[src/rtl/qrl_pkg.sv]
package qrl_pkg;

   // Source of the acknowledge a stage returns upstream.
   typedef enum logic {
      ACK_COMB = 1'b0,   // completion OR drives the wire directly
      ACK_REG  = 1'b1    // completion OR goes through one flop
   } qrl_ack_mode_e;

   localparam int unsigned QRL_RAILS_DEFAULT  = 4;
   localparam int unsigned QRL_STAGES_DEFAULT = 3;

endpackage

[src/rtl/qrl_celem.sv]
module qrl_celem (
   input  logic clk,
   input  logic rst_n,
   input  logic in_bit,
   input  logic ack_dn,
   output logic held
);

   // Muller C-element emulated with a flop: set on (in & ~ack),
   // clear on (~in & ack), hold otherwise.
   always_ff @(posedge clk or negedge rst_n) begin
      if (!rst_n) begin
         held <= 1'b0;
      end else if (in_bit && !ack_dn) begin
         held <= 1'b1;
      end else if (!in_bit && ack_dn) begin
         held <= 1'b0;
      end
   end

endmodule

[src/rtl/qrl_completion.sv]
module qrl_completion
   import qrl_pkg::*;
#(
   parameter int unsigned   WIDTH    = 5,
   parameter qrl_ack_mode_e ACK_MODE = ACK_REG
) (
   input  logic             clk,
   input  logic             rst_n,
   input  logic [WIDTH-1:0] held,
   output logic             done
);

   logic any_set;

   if (WIDTH < 2) begin : g_bad_width
      $error("qrl_completion: WIDTH must be at least 2");
   end

   assign any_set = |held;

   if (ACK_MODE == ACK_REG) begin : g_reg
      logic done_q;
      always_ff @(posedge clk or negedge rst_n) begin
         if (!rst_n) begin
            done_q <= 1'b0;
         end else begin
            done_q <= any_set;
         end
      end
      assign done = done_q;
   end else begin : g_comb
      // clk/rst_n unused in this variant
      logic unused_ok;
      assign unused_ok = clk ^ rst_n;
      assign done = any_set;
   end

endmodule

[src/rtl/qrl_stage.sv]
module qrl_stage
   import qrl_pkg::*;
#(
   parameter int unsigned   RAILS    = QRL_RAILS_DEFAULT,
   parameter qrl_ack_mode_e ACK_MODE = ACK_REG
) (
   input  logic           clk,
   input  logic           rst_n,
   input  logic [RAILS:0] fwd_in,
   input  logic           ack_dn,
   output logic [RAILS:0] fwd_out,
   output logic           ack_up
);

   localparam int unsigned WIRES = RAILS + 1;

   if (RAILS < 2) begin : g_bad_rails
      $error("qrl_stage: RAILS must be at least 2");
   end

   // One C-element per forward wire (data rails plus end-of-packet).
   for (genvar w = 0; w < WIRES; w++) begin : g_bit
      qrl_celem u_cel (
         .clk    (clk),
         .rst_n  (rst_n),
         .in_bit (fwd_in[w]),
         .ack_dn (ack_dn),
         .held   (fwd_out[w])
      );
   end

   qrl_completion #(
      .WIDTH    (WIRES),
      .ACK_MODE (ACK_MODE)
   ) u_cd (
      .clk   (clk),
      .rst_n (rst_n),
      .held  (fwd_out),
      .done  (ack_up)
   );

endmodule

[src/rtl/qrl_repeater.sv]
module qrl_repeater
   import qrl_pkg::*;
#(
   parameter int unsigned   RAILS    = QRL_RAILS_DEFAULT,
   parameter int unsigned   STAGES   = QRL_STAGES_DEFAULT,
   parameter qrl_ack_mode_e ACK_MODE = ACK_REG
) (
   input  logic             clk,
   input  logic             rst_n,
   input  logic [RAILS-1:0] up_data,
   input  logic             up_eop,
   output logic             up_ack,
   output logic [RAILS-1:0] dn_data,
   output logic             dn_eop,
   input  logic             dn_ack
);

   if (RAILS < 2) begin : g_bad_rails
      $error("qrl_repeater: RAILS must be at least 2");
   end
   if (STAGES < 1) begin : g_bad_stages
      $error("qrl_repeater: STAGES must be at least 1");
   end

   // link_fwd[k] is the bundle entering stage k (k = 0 is the sender side);
   // link_ack[k] is the acknowledge seen by whoever drives link_fwd[k].
   logic [RAILS:0] link_fwd [STAGES+1];
   logic           link_ack [STAGES+1];

   assign link_fwd[0]      = {up_eop, up_data};
   assign link_ack[STAGES] = dn_ack;

   for (genvar g = 0; g < STAGES; g++) begin : g_stage
      qrl_stage #(
         .RAILS    (RAILS),
         .ACK_MODE (ACK_MODE)
      ) u_stg (
         .clk     (clk),
         .rst_n   (rst_n),
         .fwd_in  (link_fwd[g]),
         .ack_dn  (link_ack[g+1]),
         .fwd_out (link_fwd[g+1]),
         .ack_up  (link_ack[g])
      );
   end

   assign up_ack  = link_ack[0];
   assign dn_data = link_fwd[STAGES][RAILS-1:0];
   assign dn_eop  = link_fwd[STAGES][RAILS];

endmodule

[config.mk]
export PLATFORM = sky130hd
export DESIGN_NAME = qrl_repeater
export DESIGN_NICKNAME = d
export VERILOG_FILES = /design/src/rtl/qrl_pkg.sv /design/src/rtl/qrl_celem.sv /design/src/rtl/qrl_completion.sv /design/src/rtl/qrl_stage.sv /design/src/rtl/qrl_repeater.sv
export SDC_FILE = /design/constraint.sdc
export NUM_CORES = 1
export LEC_CHECK = 0
export BUFFER_PORTS_ARGS = -buffer_cell sky130_fd_sc_hd__buf_2
export CAP_MARGIN = 20
export CELL_PAD_IN_SITES_DETAIL_PLACEMENT = 0
export CELL_PAD_IN_SITES_GLOBAL_PLACEMENT = 2
export CORE_ASPECT_RATIO = 1.1
export CORE_UTILIZATION = 30
export CTS_CLUSTER_SIZE = 25
export DETAILED_ROUTE_END_ITERATION = 10
export MAX_ROUTING_LAYER = met4
export PLACE_DENSITY_LB_ADDON = 0.2
export SLEW_MARGIN = 20
export SYNTH_ARGS = -nofsm -noshare
export SYNTH_HDL_FRONTEND = slang
export SYNTH_SLANG_ARGS = --single-unit
[constraint.sdc]
create_clock -name clk -period 1.23 [get_ports clk]
set_input_delay 0.123 -clock clk [delete_from_list [all_inputs] [get_ports clk]]
set_output_delay 0.123 -clock clk [all_outputs]
set_load 0.02 [all_outputs]
# Word level (Yosys, flattened, before mapping)
# Cells that the tools add are included.
[totals] register_bits=18 input_bits=8 output_inout_bits=6 word_cells=114
[classes] n_mux=30 n_reduce_logical=66
[op_table] operator="logical AND 1 bit" n=30
[op_table] operator="two-way mux 1 bit" n=30
[op_table] operator="nonzero test 2 bit" n=15
[op_table] operator="zero test 1 bit" n=18
[op_table] operator="OR reduction 5 bit" n=3

# Longest topological paths before layout
# Gate-level depths: netlist of the first run.
[depth] word_depth=4 depth_mapped=3 ltp_nobuf=3

# Modules after synthesis
# A second synthesis of the first run with hierarchy kept.
[unflattened] hier_cells=72 area_unflattened_um2=957.2
[by_module_without_submodules] module="qrl_celem" n_inst=15 cells_per_inst=4 area_per_inst_um2=56.3 seq_area_each_um2=25.0
[by_module_without_submodules] module="qrl_completion" n_inst=3 cells_per_inst=4 area_per_inst_um2=37.5 seq_area_each_um2=25.0

# Worst setup path before layout of the first run
# No wires, ideal clock.
[synth_timing] path_kind="flip-flop to flip-flop" start="reg g_stage[1].u_stg.u_cd.g_reg.done_q" end="reg g_stage[0].u_stg.g_bit[0].u_cel.held" setup_ns=0.125 arrival_time_ns=0.987 required_ns=1.105 setup_slack_ns=0.118 stages_incl_launch_ff=4 path_buffers=0 synth_period_minus_slack_ns=1.112 cell_sequence="dfrtp_1 > inv_1 > ha_1 > mux2_4"
[synth_between] elab_chain_cells=3 elab_cells_between_ends=5 classes_between="mux (1); reduce/logical (4)"
[synth_lines] item="start: declaration" line_no="qrl_completion.sv:22" source="logic done_q;"
[synth_lines] item="start signal: assignment" line_no="qrl_completion.sv:27" source="done_q <= any_set;"
[synth_lines] item="zero test 1 bit" line_no="qrl_celem.sv:14" source="end else if (in_bit && !ack_dn) begin"
[synth_lines] item="logical AND 1 bit" line_no="qrl_celem.sv:14"
[synth_lines] item="two-way mux 1 bit or nonzero test 2 bit (tied branches)"
[synth_lines] item="end signal: assignment" line_no="qrl_celem.sv:13" source="held <= 1'b0;"
[synth_lines] item="end signal: assignment" line_no="qrl_celem.sv:15" source="held <= 1'b1;"
[synth_lines] item="end signal: assignment" line_no="qrl_celem.sv:17" source="held <= 1'b0;"
[synth_lines] item="end: declaration" line_no="qrl_celem.sv:6" source="output logic held"
# Several ways; a longest one is shown, not always the timed one.
# A chain may end at the register's enable or synchronous reset.

# Worst setup path after layout of the first run
[layout_timing] start="reg g_stage[0].u_stg.g_bit[0].u_cel.held" end="reg g_stage[1].u_stg.g_bit[0].u_cel.held"
[layout_between] elab_chain_cells=3 elab_cells_between_ends=5 classes_between="mux (1); reduce/logical (4)"
[layout_lines] item="zero test 1 bit" line_no="qrl_celem.sv:16" source="end else if (!in_bit && ack_dn) begin"
[layout_lines] item="logical AND 1 bit" line_no="qrl_celem.sv:16"
[layout_lines] item="nonzero test 2 bit (no source line)"
[layout_lines] item="end signal: assignment" line_no="qrl_celem.sv:13"
[layout_lines] item="end signal: assignment" line_no="qrl_celem.sv:15"
[layout_lines] item="end signal: assignment" line_no="qrl_celem.sv:17"
[layout_lines] item="end: declaration" line_no="qrl_celem.sv:6"
# Several ways; a longest one is shown, not always the timed one.

==> results.yml, run 1 <==
outcome:
  status: "finished, final reports clean"
floorplanning:
  ios: 14
  die_area_mm2: 0.003369
  start_util_pct: 32.74
  coreArea_mm2: 0.002878
  rows: 20
  fp.dieH_um: 60.78
  chipWidth_um: 55.43
grt:
  antenna_found_initial: 0
  grt-ovfl-total: 0
  grt_pass1_vias: 506
  grt_max_degree: 19
  grt_first_pass_wirelength_mm: 2.394
  track_usage_pct: 9.813
sta:
  fin_crit_ps: 1147
  slew_violations: 0
  skew_ps: 3.888
  max_slew_margin_pct: 72.06
  finalSetupTns_ps: 0
  hold-worst-slack_ps: 189.3
  setup_viol: 0
  hold_viol_final: 0
  rsz0062_at_grt: "false"
  clock.fmax_mhz: 871.9
  fin_crit_sh_pct: 93.24
  worst_slew_pin_slew_ps: 419.1
worst_setup_path:
  crit_path_max_fanout: 3
  r2r_cells: 2
  cp.arrival_ps: 1330
  start_kind: "flop"
  r2r_end: "g_stage[1].u_stg.g_bit[0].u_cel.held"
  r2r_slack_ps: 80
  r2r_start: "g_stage[0].u_stg.g_bit[0].u_cel.held"
  crit_required_ps: 1410
  crit_type: "flop to flop"
  critPathCaptureType: "flop"
drt:
  drc: 0
  dr.max_layer_used: "met4"
  vias: 493
  met1_length_um: 703
  drt_iter0_drc: 0
  route.met2.wl_um: 587
  detail_route.wl_per_cell_um: 12.14
  via_per_inst: 4.441
  drt-pass1-iter-count: 1
  ant_nets: 0
  wl_met3_um: 43
  wl_mm: 1.347
logic_synthesis:
  yosys_warnings: 0
  synth.avg_cell_area_um2: 14.72
  postSynthCellCount: 64
  synthesis.nets: 87
  yosys_register_bits: 18
  yosysSeqAreaShare_pct: 47.81
  synth_cell_type_count: 8
  synth_area_um2: 942.2
min_path:
  worstHoldPathCells: 3
  whs_endpoint: "g_stage[0].u_stg.g_bit[3].u_cel.held"
  min_from: "up_data[3]"
  holdCritPathClass: "primary input to flop"
cts:
  clk_path_buf_depth: 2
  post_cts_buffers: 0
  cts-buffers-inserted: 3
  cts_tree: "done"
  cts_root_buf: "clkbuf_4"
  clk_pin_slew_ps: 110
  clock_latency_ps: 290
  cts.sinks: 18
  htree_levels: 1
final_layout:
  nFillCells: 283
  multi_input_area_um2: 450.4
  layout.nets: 102
  synthToLayoutAreaGrowth_pct: 13.01
  fin_area_mm2: 0.001065
  seq_area_um2: 450.4
  antennaDiodeCount: 0
  layout-drive-gt1-share_pct: 43.59
  stdcell_count: 111
power:
  ir_drop_uv: 802.4
  power_density_mw_per_mm2: 2260
  leakagePower_nw: 0.5928
place:
  io_buffer_count: 13
  dpl.hpwl_mm: 1.009
  place.gp.congestion: 0.6137
  dp_cells: 106
  placed_cell_area_mm2: 0.001018
flow_run:
  max_cap_violations: 0
[what timing repair did]
item | 4_1_cts | 5_1_grt
setup endpoints to repair | 0 | 10
endpoints found under the hold margin | 18 | 0
gates resized for setup | 0 | 2
hold buffers | 1 | 0
[kinds of logic (layout without fill, tap and decap cells)]
group	count (synthesis)	after routing	share of synthesized area, %
adders and majority gates	15	15	19.92
buffers and inverters	7	21	4.383
DFF	18	18	47.81
muxes	15	15	23.90
and+or+nand+nor	9	9	3.983
[layout make-up]
class                   count  share of cell area, %
multi-input cells          39                  42.30
inverters                   3                  1.058
repair buffers             14                  7.051
flip-flops and latches     18                  42.30
clock buffers               4                  3.408
well taps                  33                  3.878
[per-layer routing]
layer | vias to the layer above | GRT usage [%]
met3 | 2 | 1.919
met1 | 234 | 12.12
met2 | 10 | 15.32
met5 | - | -
met4 | 0 | 5.357
li1 | 247 | -
[worst max-delay path, stage by stage, from the launching register on]
cell and delay, ps:
dfrtp_1 430, ha_1 320, mux2_4 290
[sequential cells by signal, indices dropped and copies added, names as in the netlist]
signal,flops
g_stage.u_stg.g_bit.u_cel.held,15
g_stage.u_stg.u_cd.done,3
[worst max-delay path by stage]
stage,startpoint,to,slack (ps),depth (start not counted)
2_1_floorplan,g_stage[1].u_stg.u_cd.done,g_stage[0].u_stg.g_bit[0].u_cel.held,120,3
3_3_place_gp,g_stage[1].u_stg.u_cd.done,g_stage[0].u_stg.g_bit[1].u_cel.held,40,3
3_5_place_dp,g_stage[1].u_stg.u_cd.done,g_stage[0].u_stg.g_bit[4].u_cel.held,40,3
4_1_cts,g_stage[1].u_stg.u_cd.done,g_stage[0].u_stg.g_bit[2].u_cel.held,30,3
5_1_grt,g_stage[1].u_stg.u_cd.done,g_stage[0].u_stg.g_bit[1].u_cel.held,40,3
6_report,g_stage[0].u_stg.g_bit[0].u_cel.held,g_stage[1].u_stg.g_bit[0].u_cel.held,80,2
[synth_stat cells]
| library cell | count | area (um2) |
|---|---|---|
| nor2_1 | 3 | 11.26 |
| nand2_1 | 3 | 11.26 |
| dfrtp_1 | 18 | 450.4 |
| inv_1 | 3 | 11.26 |
| ha_1 | 15 | 187.7 |
| nor3_1 | 3 | 15.01 |
| buf_4 | 4 | 30.03 |
| mux2_4 | 15 | 225.2 |
[stage by stage]
step                total power (W)  setup WS [ps]  util, %
finish                     0.002406          83.10    37.00
global route               0.002624          39.98    37.00
CTS                        0.002448          26.87    37.00
detailed placement         0.002062          39.73    35.39
global placement           0.002060          38.18    35.39
floorplan                  0.001880          117.9        -
[power by group]
group	switching, W	leakage, nW	internal, W
registers	0.000154	0.234	0.000807
logic	0.000460	0.337	0.000620
clock network	0.000185	0.0210	0.000180
[cell usage in the layout (no fill, tap or decap), drive strengths merged]
cell and instances:
dfrtp 18, mux2 15, ha 15, buf 13, clkbuf 4, nor2 3, nor3 3, nand2 3
inv 3, dlygate4sd3 1
Note: power is estimated with default switching activity, not from simulation.
==> run 2, diff against run 1 <==
BUFFER_PORTS_ARGS = -buffer_cell sky130_fd_sc_hd__buf_4   (was -buffer_cell sky130_fd_sc_hd__buf_2)
RECOVER_POWER = 50   (was unset)
clock period = 1.4 ns   (was 1.23 ns; I/O delays follow)
==> run 2 against run 1 <==
Against the previous run:
- critical path depth increased by 1
- maximum frequency decreased by 4.8%
- clock-buffer cell count decreased by 1
- die area unchanged
- setup slack improved by 110 ps
- cell count decreased by 0.90%
- clock power decreased by 29%
- sequential share of layout area decreased by 0.59 points
- cell area increased by 1.4%
- largest power group unchanged
==> results.yml, run 2 (synthesized netlist as in run 1, its figures left out) <==
drt:
  drc: 0
  wl_mm: 1.333
  drt_iter0_drc: 14
  vias: 502
  via_per_inst: 4.564
  detail_route.wl_per_cell_um: 12.12
  drt-pass1-iter-count: 3
  ant_nets: 0
cts:
  cts.sinks: 18
  htree_levels: 1
  clk_pin_slew_ps: 100
  cts_hold_buf: 1
  post_cts_resized: 0
  cts_tree: "done"
  cts-buffers-inserted: 3
  post_cts_buffers: 0
  clock_latency_ps: 300
  cts_root_buf: "clkbuf_4"
  clk_path_buf_depth: 2
grt:
  grt_first_pass_wirelength_mm: 2.490
  grt_use_met2_pct: 16.52
  use_met3_pct: 3.198
  use_met1_pct: 11.87
  grt-ovfl-total: 0
  grt_max_degree: 19
  gr-max-usage-layer: "met2"
  grt_pass1_vias: 540
  antenna_found_initial: 0
  track_usage_pct: 10.63
sta:
  worst_slew_pin_slew_ps: 995.7
  rsz0062_at_grt: "false"
  fin_crit_sh_pct: 86.04
  clock.fmax_mhz: 830.2
  setup_viol: 0
  hold-worst-slack_ps: 199.3
  fin_crit_ps: 1205
  hold_viol_final: 0
  finalSetupTns_ps: 0
  slew_violations: 0
  skew_ps: 0.9797
  max_slew_margin_pct: 33.62
flow_run:
  max_cap_violations: 0
place:
  place.gp.congestion: 0.6161
  io_buffer_count: 13
  dpl.hpwl_um: 985.9
final_layout:
  final_common_cell: "dfrtp_1"
  antennaDiodeCount: 0
  synthToLayoutAreaGrowth_pct: 14.61
  layout_common_cells: "18 x dfrtp_1, 15 x mux2_4, 15 x ha_1, 12 x buf_4"
  regMostFlops: "g_stage.u_stg.g_bit.u_cel.held"
  nFillCells: 272
  largest_register_ffs: 15
  layout.nets: 102
  layout-drive-gt1-share_pct: 38.96
floorplanning:
  chipWidth_um: 55.43
  start_util_pct: 32.74
  ios: 14
  fp.dieH_um: 60.78
  rows: 20
  coreArea_mm2: 0.002878
  die_area_mm2: 0.003369
power:
  power_density_mw_per_mm2: 1932
  leakagePower_nw: 0.5912
  seqPwrFrac_pct: 40.5
  comb_power_share_pct: 47.1
  switching_power_w: 0.0006960
  p_sw_share_pct: 33.36
  clkPwrFrac_pct: 12.4
  intPower_w: 0.001390
  ir_drop_uv: 735.4
worst_setup_path:
  slowest_stage: "dfrtp_1"
  crit_cells: 3
  crit_type: "flop to flop"
  max_stage_delay_ps: 380
  critPathCaptureType: "flop"
  crit_required_ps: 1590
  critPathBufInv: 1
  cp.arrival_ps: 1400
  start_kind: "flop"
  path_delay_family: "flip-flops"
  crit_path_max_fanout: 5
  r2r_cells: 3
  path_cells: "inv_1 > ha_1 > mux2_4"
outcome:
  status: "finished, final reports clean"
min_path:
  worstHoldPathCells: 3
  holdCritPathClass: "primary input to flop"
-- run 2: cell types whose count changed in the layout (fill, tap and decap cells not counted) --
cell / change
buf_2: -13
buf_4: +12
clkbuf_1: +1
clkbuf_8: -1
inv_1: +2
inv_2: -2
-- run 2: routing by layer --
layer  share of wire [%]  wire length (um)  up-vias
met5                   0                 0        -
li1                    -                 -      245
met3                 4.1                54        5
met1                  48               639      239
met4                 3.3                44        0
met2                  45               594       13
-- run 2: area by class of cell --
cell class / count / area (um2) / area share [%]
multi-input combinational: 39 / 450.4 / 41.71
clock buffer: 3 / 22.52 / 2.086
timing repair buffer: 14 / 103.9 / 9.618
sequential: 18 / 450.4 / 41.71
tap: 33 / 41.29 / 3.824
inverter: 3 / 11.26 / 1.043
-- run 2: path summary, 6_finish.rpt --
check / startpoint / slack, ps / end
max: g_stage[1].u_stg.u_cd.done / 200 / g_stage[0].u_stg.g_bit[2].u_cel.held
min: up_data[3] / 200 / g_stage[0].u_stg.g_bit[3].u_cel.held
max reg2reg: g_stage[1].u_stg.u_cd.done / 200 / g_stage[0].u_stg.g_bit[2].u_cel.held
min reg2reg: g_stage[1].u_stg.g_bit[0].u_cel.held / 510 / g_stage[1].u_stg.u_cd.done
max in group asynchronous: rst_n / 290 / g_stage[0].u_stg.g_bit[1].u_cel.held
min in group asynchronous: rst_n / 520 / g_stage[2].u_stg.g_bit[3].u_cel.held
-- run 2: per-stage QoR --
stage               power (W)  util [%]  instance area, um2  setup WS (ps)  instances
finish               0.002086     37.52                1080          195.4        110
global route         0.002292     37.52                1080          67.55        110
CTS                  0.002131     37.65                1084          176.2        110
detailed placement   0.001855     36.52                1051          210.5        106
global placement     0.001851     36.52                1051          202.9        106
floorplan            0.001652         -               942.2          287.9         64
-- run 2: power by group through the flow --
| stage | sequential [W] | combinational, W | clock, W |
|---|---|---|---|
| 6_report | 0.000844 | 0.000983 | 0.000260 |
| 5_1_grt | 0.000876 | 0.00111 | 0.000307 |
| 4_1_cts | 0.000849 | 0.00101 | 0.000273 |
| 3_5_place_dp | 0.000859 | 0.000996 | 0 |
| 3_3_place_gp | 0.000857 | 0.000994 | 0 |
| 2_1_floorplan | 0.000844 | 0.000808 | 0 |
-- run 2: worst min-delay path: stages --
cell and delay, ps:
buf_4 80, ha_1 130, mux2_4 130
